==> config.mk <==
export PLATFORM = sky130hd
export DESIGN_NAME = fb_scan_addr
export DESIGN_NICKNAME = d
export VERILOG_FILES = /design/src/rtl/fbsa_pkg.sv /design/src/rtl/fbsa_base_regs.sv /design/src/rtl/fbsa_shadow.sv /design/src/rtl/fbsa_scan_ctr.sv /design/src/rtl/fbsa_band_sel.sv /design/src/rtl/fb_scan_addr.sv
export SDC_FILE = /design/constraint.sdc
export NUM_CORES = 1
export LEC_CHECK = 0
export CAP_MARGIN = 20
export CELL_PAD_IN_SITES_DETAIL_PLACEMENT = 1
export CELL_PAD_IN_SITES_GLOBAL_PLACEMENT = 1
export CORE_MARGIN = 5
export CORE_UTILIZATION = 46
export DETAILED_ROUTE_END_ITERATION = 10
export PLACE_DENSITY_LB_ADDON = 0.1
export SLEW_MARGIN = 15
export SYNTH_ARGS = -nofsm -noshare
export SYNTH_HDL_FRONTEND = slang
export SYNTH_SLANG_ARGS = --single-unit
==> constraint.sdc <==
create_clock -name clk -period 19.8 [get_ports clk]
set_clock_uncertainty 0.2 [all_clocks]
set_input_delay 3.96 -clock clk [delete_from_list [all_inputs] [get_ports clk]]
set_output_delay 3.96 -clock clk [all_outputs]
set_load 0.03 [all_outputs]
==> src/rtl/fbsa_pkg.sv <==
package fbsa_pkg;

  // Reverse an index within a span when enabled.
  function automatic logic [31:0] fbsa_mirror(input logic [31:0] idx,
                                              input logic [31:0] span,
                                              input logic        en);
    return en ? (span - 32'd1 - idx) : idx;
  endfunction

  // Largest offset that keeps the window inside the frame on one axis.
  function automatic logic [31:0] fbsa_clip_offset(input logic [31:0] off,
                                                   input logic [31:0] frame_len,
                                                   input logic [31:0] panel_len);
    logic [31:0] lim;
    lim = (frame_len > panel_len) ? (frame_len - panel_len) : 32'd0;
    return (off > lim) ? lim : off;
  endfunction

  // Byte address of a 16-bit pixel.
  function automatic logic [31:0] fbsa_pixel_addr(input logic [31:0] base,
                                                  input logic [31:0] row,
                                                  input logic [31:0] col,
                                                  input logic [31:0] stride);
    return base + ((row * stride + col) << 1);
  endfunction

endpackage

==> src/rtl/fbsa_base_regs.sv <==
module fbsa_base_regs #(
  parameter int NBUF   = 4,
  parameter int ADDR_W = 24,
  parameter int IDX_W  = 2
) (
  input  logic                         clk,
  input  logic                         rst_n,
  input  logic                         we,
  input  logic [IDX_W-1:0]             idx,
  input  logic [ADDR_W-1:0]            data,
  output logic [NBUF-1:0][ADDR_W-1:0]  bases,
  output logic                         err
);

  logic odd_wr;
  assign odd_wr = we & data[0];

  for (genvar g = 0; g < NBUF; g++) begin : g_base
    logic hit;
    assign hit = we && !data[0] && (idx == IDX_W'(g));
    always_ff @(posedge clk or negedge rst_n) begin
      if (!rst_n)   bases[g] <= '0;
      else if (hit) bases[g] <= data;
    end
  end

  always_ff @(posedge clk or negedge rst_n) begin
    if (!rst_n)      err <= 1'b0;
    else if (odd_wr) err <= 1'b1;
  end

endmodule

==> src/rtl/fbsa_shadow.sv <==
module fbsa_shadow
  import fbsa_pkg::*;
#(
  parameter int NBAND   = 4,
  parameter int COORD_W = 12,
  parameter int IDX_W   = 2,
  parameter int CNT_W   = 3
) (
  input  logic                           clk,
  input  logic                           rst_n,
  input  logic                           capture,
  input  logic [IDX_W-1:0]               act_buf,
  input  logic [COORD_W-1:0]             frame_w,
  input  logic [COORD_W-1:0]             frame_h,
  input  logic [COORD_W-1:0]             panel_w,
  input  logic [COORD_W-1:0]             panel_h,
  input  logic                           mirror_h,
  input  logic                           mirror_v,
  input  logic [CNT_W-1:0]               band_cnt,
  input  logic [NBAND-1:0][COORD_W-1:0]  band_start,
  input  logic [NBAND-1:0][IDX_W-1:0]    band_buf,
  input  logic [NBAND-1:0][COORD_W-1:0]  band_xoff,
  input  logic [NBAND-1:0][COORD_W-1:0]  band_yoff,
  output logic [IDX_W-1:0]               sh_act,
  output logic [COORD_W-1:0]             sh_fw,
  output logic [COORD_W-1:0]             sh_pw,
  output logic [COORD_W-1:0]             sh_ph,
  output logic                           sh_mh,
  output logic                           sh_mv,
  output logic [CNT_W-1:0]               sh_cnt,
  output logic [NBAND-1:0][COORD_W-1:0]  sh_start,
  output logic [NBAND-1:0][IDX_W-1:0]    sh_buf,
  output logic [NBAND-1:0][COORD_W-1:0]  sh_xoff,
  output logic [NBAND-1:0][COORD_W-1:0]  sh_yoff
);

  logic [NBAND-1:0][COORD_W-1:0] xo_clip;
  logic [NBAND-1:0][COORD_W-1:0] yo_clip;

  for (genvar g = 0; g < NBAND; g++) begin : g_clip
    assign xo_clip[g] = COORD_W'(fbsa_clip_offset(32'(band_xoff[g]), 32'(frame_w), 32'(panel_w)));
    assign yo_clip[g] = COORD_W'(fbsa_clip_offset(32'(band_yoff[g]), 32'(frame_h), 32'(panel_h)));
  end

  always_ff @(posedge clk or negedge rst_n) begin
    if (!rst_n) begin
      sh_act   <= '0;
      sh_fw    <= '0;
      sh_pw    <= '0;
      sh_ph    <= '0;
      sh_mh    <= 1'b0;
      sh_mv    <= 1'b0;
      sh_cnt   <= '0;
      sh_start <= '0;
      sh_buf   <= '0;
      sh_xoff  <= '0;
      sh_yoff  <= '0;
    end else if (capture) begin
      sh_act   <= act_buf;
      sh_fw    <= frame_w;
      sh_pw    <= panel_w;
      sh_ph    <= panel_h;
      sh_mh    <= mirror_h;
      sh_mv    <= mirror_v;
      sh_cnt   <= band_cnt;
      sh_start <= band_start;
      sh_buf   <= band_buf;
      sh_xoff  <= xo_clip;
      sh_yoff  <= yo_clip;
    end
  end

endmodule

==> src/rtl/fbsa_scan_ctr.sv <==
module fbsa_scan_ctr #(
  parameter int COORD_W = 12
) (
  input  logic               clk,
  input  logic               rst_n,
  input  logic               frame_evt,
  input  logic               line_evt,
  input  logic               pix_evt,
  output logic [COORD_W-1:0] line_idx,
  output logic [COORD_W-1:0] pix_idx
);

  logic first_pending;

  always_ff @(posedge clk or negedge rst_n) begin
    if (!rst_n) begin
      line_idx      <= '0;
      pix_idx       <= '0;
      first_pending <= 1'b1;
    end else if (frame_evt) begin
      pix_idx       <= '0;
      first_pending <= 1'b1;
    end else if (line_evt) begin
      pix_idx       <= '0;
      first_pending <= 1'b0;
      line_idx      <= first_pending ? '0 : line_idx + 1'b1;
    end else if (pix_evt) begin
      pix_idx <= pix_idx + 1'b1;
    end
  end

endmodule

==> src/rtl/fbsa_band_sel.sv <==
module fbsa_band_sel #(
  parameter int NBAND   = 4,
  parameter int COORD_W = 12,
  parameter int CNT_W   = 3,
  parameter int BAND_W  = 2
) (
  input  logic [COORD_W-1:0]             row,
  input  logic [CNT_W-1:0]               cnt,
  input  logic [NBAND-1:0][COORD_W-1:0]  starts,
  output logic [BAND_W-1:0]              sel
);

  always_comb begin
    sel = '0;
    for (int k = 1; k < NBAND; k++) begin
      if ((k < int'(cnt)) && (starts[k] <= row)) sel = BAND_W'(k);
    end
  end

endmodule

==> src/rtl/fb_scan_addr.sv <==
module fb_scan_addr
  import fbsa_pkg::*;
#(
  parameter  int NBUF    = 4,
  parameter  int NBAND   = 4,
  parameter  int COORD_W = 12,
  parameter  int ADDR_W  = 24,
  localparam int IDX_W   = $clog2(NBUF),
  localparam int BAND_W  = $clog2(NBAND),
  localparam int CNT_W   = $clog2(NBAND + 1)
) (
  input  logic                           clk,
  input  logic                           rst_n,
  input  logic                           vblank_start,
  input  logic                           line_start,
  input  logic                           pix_strobe,
  input  logic                           cfg_we,
  input  logic [IDX_W-1:0]               cfg_idx,
  input  logic [ADDR_W-1:0]              cfg_data,
  input  logic [IDX_W-1:0]               act_buf,
  input  logic [COORD_W-1:0]             frame_w,
  input  logic [COORD_W-1:0]             frame_h,
  input  logic [COORD_W-1:0]             panel_w,
  input  logic [COORD_W-1:0]             panel_h,
  input  logic                           mirror_h,
  input  logic                           mirror_v,
  input  logic [CNT_W-1:0]               band_cnt,
  input  logic [NBAND-1:0][COORD_W-1:0]  band_start,
  input  logic [NBAND-1:0][IDX_W-1:0]    band_buf,
  input  logic [NBAND-1:0][COORD_W-1:0]  band_xoff,
  input  logic [NBAND-1:0][COORD_W-1:0]  band_yoff,
  output logic [ADDR_W-1:0]              rd_addr,
  output logic                           rd_valid,
  output logic                           base_err
);

  // Stored buffer bases
  logic [NBUF-1:0][ADDR_W-1:0] bases;

  fbsa_base_regs #(.NBUF(NBUF), .ADDR_W(ADDR_W), .IDX_W(IDX_W)) u_bases (
    .clk   (clk),
    .rst_n (rst_n),
    .we    (cfg_we),
    .idx   (cfg_idx),
    .data  (cfg_data),
    .bases (bases),
    .err   (base_err)
  );

  // Frame-stable configuration
  logic [IDX_W-1:0]               sh_act_buf;
  logic [COORD_W-1:0]             sh_fw, sh_pw, sh_ph;
  logic                           sh_mir_h, sh_mir_v;
  logic [CNT_W-1:0]               sh_cnt;
  logic [NBAND-1:0][COORD_W-1:0]  sh_start, sh_xoff, sh_yoff;
  logic [NBAND-1:0][IDX_W-1:0]    sh_buf;

  fbsa_shadow #(.NBAND(NBAND), .COORD_W(COORD_W), .IDX_W(IDX_W), .CNT_W(CNT_W)) u_shadow (
    .clk        (clk),
    .rst_n      (rst_n),
    .capture    (vblank_start),
    .act_buf    (act_buf),
    .frame_w    (frame_w),
    .frame_h    (frame_h),
    .panel_w    (panel_w),
    .panel_h    (panel_h),
    .mirror_h   (mirror_h),
    .mirror_v   (mirror_v),
    .band_cnt   (band_cnt),
    .band_start (band_start),
    .band_buf   (band_buf),
    .band_xoff  (band_xoff),
    .band_yoff  (band_yoff),
    .sh_act     (sh_act_buf),
    .sh_fw      (sh_fw),
    .sh_pw      (sh_pw),
    .sh_ph      (sh_ph),
    .sh_mh      (sh_mir_h),
    .sh_mv      (sh_mir_v),
    .sh_cnt     (sh_cnt),
    .sh_start   (sh_start),
    .sh_buf     (sh_buf),
    .sh_xoff    (sh_xoff),
    .sh_yoff    (sh_yoff)
  );

  // Raster position
  logic [COORD_W-1:0] line_idx, pix_idx;

  fbsa_scan_ctr #(.COORD_W(COORD_W)) u_ctr (
    .clk       (clk),
    .rst_n     (rst_n),
    .frame_evt (vblank_start),
    .line_evt  (line_start),
    .pix_evt   (pix_strobe),
    .line_idx  (line_idx),
    .pix_idx   (pix_idx)
  );

  // Screen coordinates after mirroring
  logic [COORD_W-1:0] scr_row, scr_col;
  assign scr_row = COORD_W'(fbsa_mirror(32'(line_idx), 32'(sh_ph), sh_mir_v));
  assign scr_col = COORD_W'(fbsa_mirror(32'(pix_idx),  32'(sh_pw), sh_mir_h));

  // Band choice
  logic [BAND_W-1:0] band_sel;

  fbsa_band_sel #(.NBAND(NBAND), .COORD_W(COORD_W), .CNT_W(CNT_W), .BAND_W(BAND_W)) u_band (
    .row    (scr_row),
    .cnt    (sh_cnt),
    .starts (sh_start),
    .sel    (band_sel)
  );

  // Source coordinates and address
  logic [IDX_W-1:0]   src_buf;
  logic [COORD_W-1:0] band_top;
  logic [31:0]        src_row, src_col;
  logic [ADDR_W-1:0]  next_addr;

  assign src_buf   = (band_sel == '0) ? sh_act_buf : sh_buf[band_sel];
  assign band_top  = (band_sel == '0) ? '0 : sh_start[band_sel];
  assign src_row   = 32'(scr_row) - 32'(band_top) + 32'(sh_yoff[band_sel]);
  assign src_col   = 32'(scr_col) + 32'(sh_xoff[band_sel]);
  assign next_addr = ADDR_W'(fbsa_pixel_addr(32'(bases[src_buf]), src_row, src_col, 32'(sh_fw)));

  always_ff @(posedge clk or negedge rst_n) begin
    if (!rst_n) begin
      rd_valid <= 1'b0;
      rd_addr  <= '0;
    end else begin
      rd_valid <= pix_strobe;
      if (pix_strobe) rd_addr <= next_addr;
    end
  end

endmodule

==> flow_summary.yaml <==
critical_path:
  path_depth: 67
  crit_path_start_kind: "flip-flop"
  timing.rr.start: "u_ctr.line_idx[1]"
  required_ps: 20050
  critPathSlowestCell: "nor2_1"
  worstSetupPathType: "reg -> reg"
  r2r_end: "rd_addr[23]"
  cpMostUsedCell: "a21oi_1"
  worstPathArrival_ps: 17050
  critPathMaxStageDelay_ps: 800
  endpoint: "rd_addr[23]"
  reg2reg_depth: 67
  rrSetupSlack_ps: 2990
  path_buf_inv: 6
  end_kind: "flip-flop"
  path_delay_family: "compound AO/OA/AOI/OAI gates"
  path_max_fanout: 12
  crit_start: "u_ctr.line_idx[1]"
synth:
  synth_warnings: 0
  ys_seq_area_frac: 0.284
  ys_async_sr_fraction: 1.00
  syn_avg_cell_area_um2: 9.53
  netlist_area_um2: 29000
  synth-edff-count: 0
  netlist_instances: 3046
  syn_nets: 3744
  ys.flop_type: "dfrtp_1"
  synth_seq_cells: 329
  post_synth_num_cell_types: 80
drt:
  wl_um: 89300
  vias: 23500
  wl_met1_um: 39300
  dr.first_iter.drc_count: 1265
  drt_pass1_iterations: 5
  wl_per_cell_um: 21.6
  detail-route-antenna-nets: 0
  dr_wl_met2_um: 44200
  top_layer_used: "met4"
  dr_wl_met3_um: 3710
  drt_drc_violations_left: 0
  routed_via_density: 5.67
cts:
  clk_latency_ps: 570
  cts_buffer_depth: 3
  cts_root_buf: "clkbuf_16"
  cts_inserted_buffers: 42
  htree_levels: 2
  cts-hold-fix-buffers: 0
  clkSinkCount: 329
  path_clk_slew_ps: 60
  cts_setup_buffers: 0
  tritoncts: "yes"
  cts.repair.resized: 0
sta:
  maxSlewViolCount: 0
  period_minus_slack_ps: 16810
  worst_slew_margin_rel: 0.183
  clock.fmax_ghz: 0.0595
  rsz0062_at_grt: "no"
  final.setup.tns_ps: 0
  setup_violations: 0
  worstMarginPinSlew_ps: 1210
  final_hold_viol_count: 0
  finalWorstSetupSlack_ps: 2990
  finalCritPeriodShare: 0.849
placed_design:
  placed_cell_area_um2: 32400
  routabilityCongestion: 0.909
  dp_slack_ps: 3210
  portBuffers: 251
  hpwl_um: 70800
cells_and_area:
  mostFrequentLayoutCell: "dfrtp_1"
  fillers: 7124
  fin_nets: 3952
  syn_to_final_growth_pct: 17.0
  mostFrequentLayoutCells: "328 x dfrtp_1, 317 x inv_1, 305 x ha_1"
  drive_gt1_frac: 0.100
  post-route-util: 0.540
  antenna_cells: 0
  finish.instance_area_um2: 34000
worst_hold_path:
  holdCritPathClass: "reg -> reg"
floorplanning:
  ioPinCount: 265
  die_x_um: 261
  initial_utilization: 0.462
  dieArea_um2: 68200
  rows: 92
  dieHeight_um: 261
  core_um2: 62900
global_routing:
  grt_max_degree: 120
  grtUsageTotal: 0.262
  grt_pass1_wl_um: 143000
  grt_overflow: 0
  grt_pass1_vias: 26000
  antenna_found_initial: 3
status:
  status: "finished clean"
job:
  max-cap-violations: 0
metal layers:
| metal | vias up | global-route usage |
|---|---|---|
| li1 | 10900 | - |
| met1 | 12000 | 0.348 |
| met2 | 467 | 0.457 |
| met3 | 115 | 0.0333 |
| met4 | 0 | 0.0629 |
| met5 | - | 0 |
kinds of logic after synthesis:
| logic type | Yosys count | synth area share |
|---|---|---|
| AND/OR/NAND/NOR | 682 | 0.113 |
| AO/OA/AOI/OAI | 678 | 0.145 |
| adder cells (fa/ha/maj) | 459 | 0.238 |
| buffers and inverters | 441 | 0.0594 |
| flip-flops | 329 | 0.284 |
| multiplexers | 326 | 0.121 |
| XOR/XNOR | 131 | 0.0403 |
how the worst min path moves through the flow:
stage                                  from           endpoint  slack [ps]  cells after the start
after global placement          u_bases.err        u_bases.err         240                      1
after detailed placement        u_bases.err        u_bases.err         260                      1
after global routing      u_bases.bases[77]  u_bases.bases[77]         310                      1
after floorplan           u_bases.bases[72]  u_bases.bases[72]         250                      1
after CTS                       u_bases.err        u_bases.err         290                      1
final                           u_bases.err        u_bases.err         280                      1
sequential cells by signal (all words and copies together), names as in the netlist, 3 cells and up:
name	cells
u_bases.bases	96
u_shadow.sh_xoff	48
u_shadow.sh_yoff	48
u_shadow.sh_start	36
rd_addr	24
u_ctr.line_idx	12
u_ctr.pix_idx	12
u_shadow.sh_fw	12
u_shadow.sh_ph	12
u_shadow.sh_pw	12
u_shadow.sh_buf	7
u_shadow.sh_cnt	3
area by class of cell:
type	instances	area, um^2	area share
clock inverter	18	307	0.00903
tap	846	1060	0.0312
multi-input combinational	2276	19100	0.563
clock buffer	59	1240	0.0364
inverter	317	1190	0.0350
sequential	329	8230	0.242
timing repair buffer	288	2820	0.0830
cell usage after synthesis (6+ instances only):
cell,instances,area [um^2]
dfrtp_1,328,8210
nand2_1,198,743
ha_1,305,3820
nand2b_1,27,169
mux2_2,189,2130
o41ai_1,7,61.3
o22ai_1,8,50.1
nor2_1,182,683
a21boi_0,11,82.6
a31oi_1,13,81.3
o21a_1,41,308
inv_1,317,1190
o31a_1,6,52.6
nand4_1,29,181
mux2i_1,135,1350
o21ai_1,6,30.0
nand3_1,41,205
nor4_1,6,37.5
nor3_1,26,130
a21oi_1,248,1240
a22oi_1,24,180
nor2b_1,50,313
xnor2_1,108,946
and2_1,91,569
xor2_1,21,184
a2bb2oi_1,7,61.3
fa_1,154,3080
or3_1,11,68.8
o21ai_0,139,696
o21bai_1,23,173
a211oi_1,46,345
o31ai_1,10,75.1
clkbuf_1,101,379
buf_2,14,70.1
o211ai_1,6,45.0
a21o_1,44,330
per-stage QoR:
stage               hold slack (ps)  std cells
finish                          281       4133
global route                    312       4133
CTS                             289       4131
detailed placement              256       4054
global placement                238       4052
floorplan                       253       3046
Power is not shown: default switching activity piles up to over one toggle a cycle in this logic, so the estimate is an artifact.
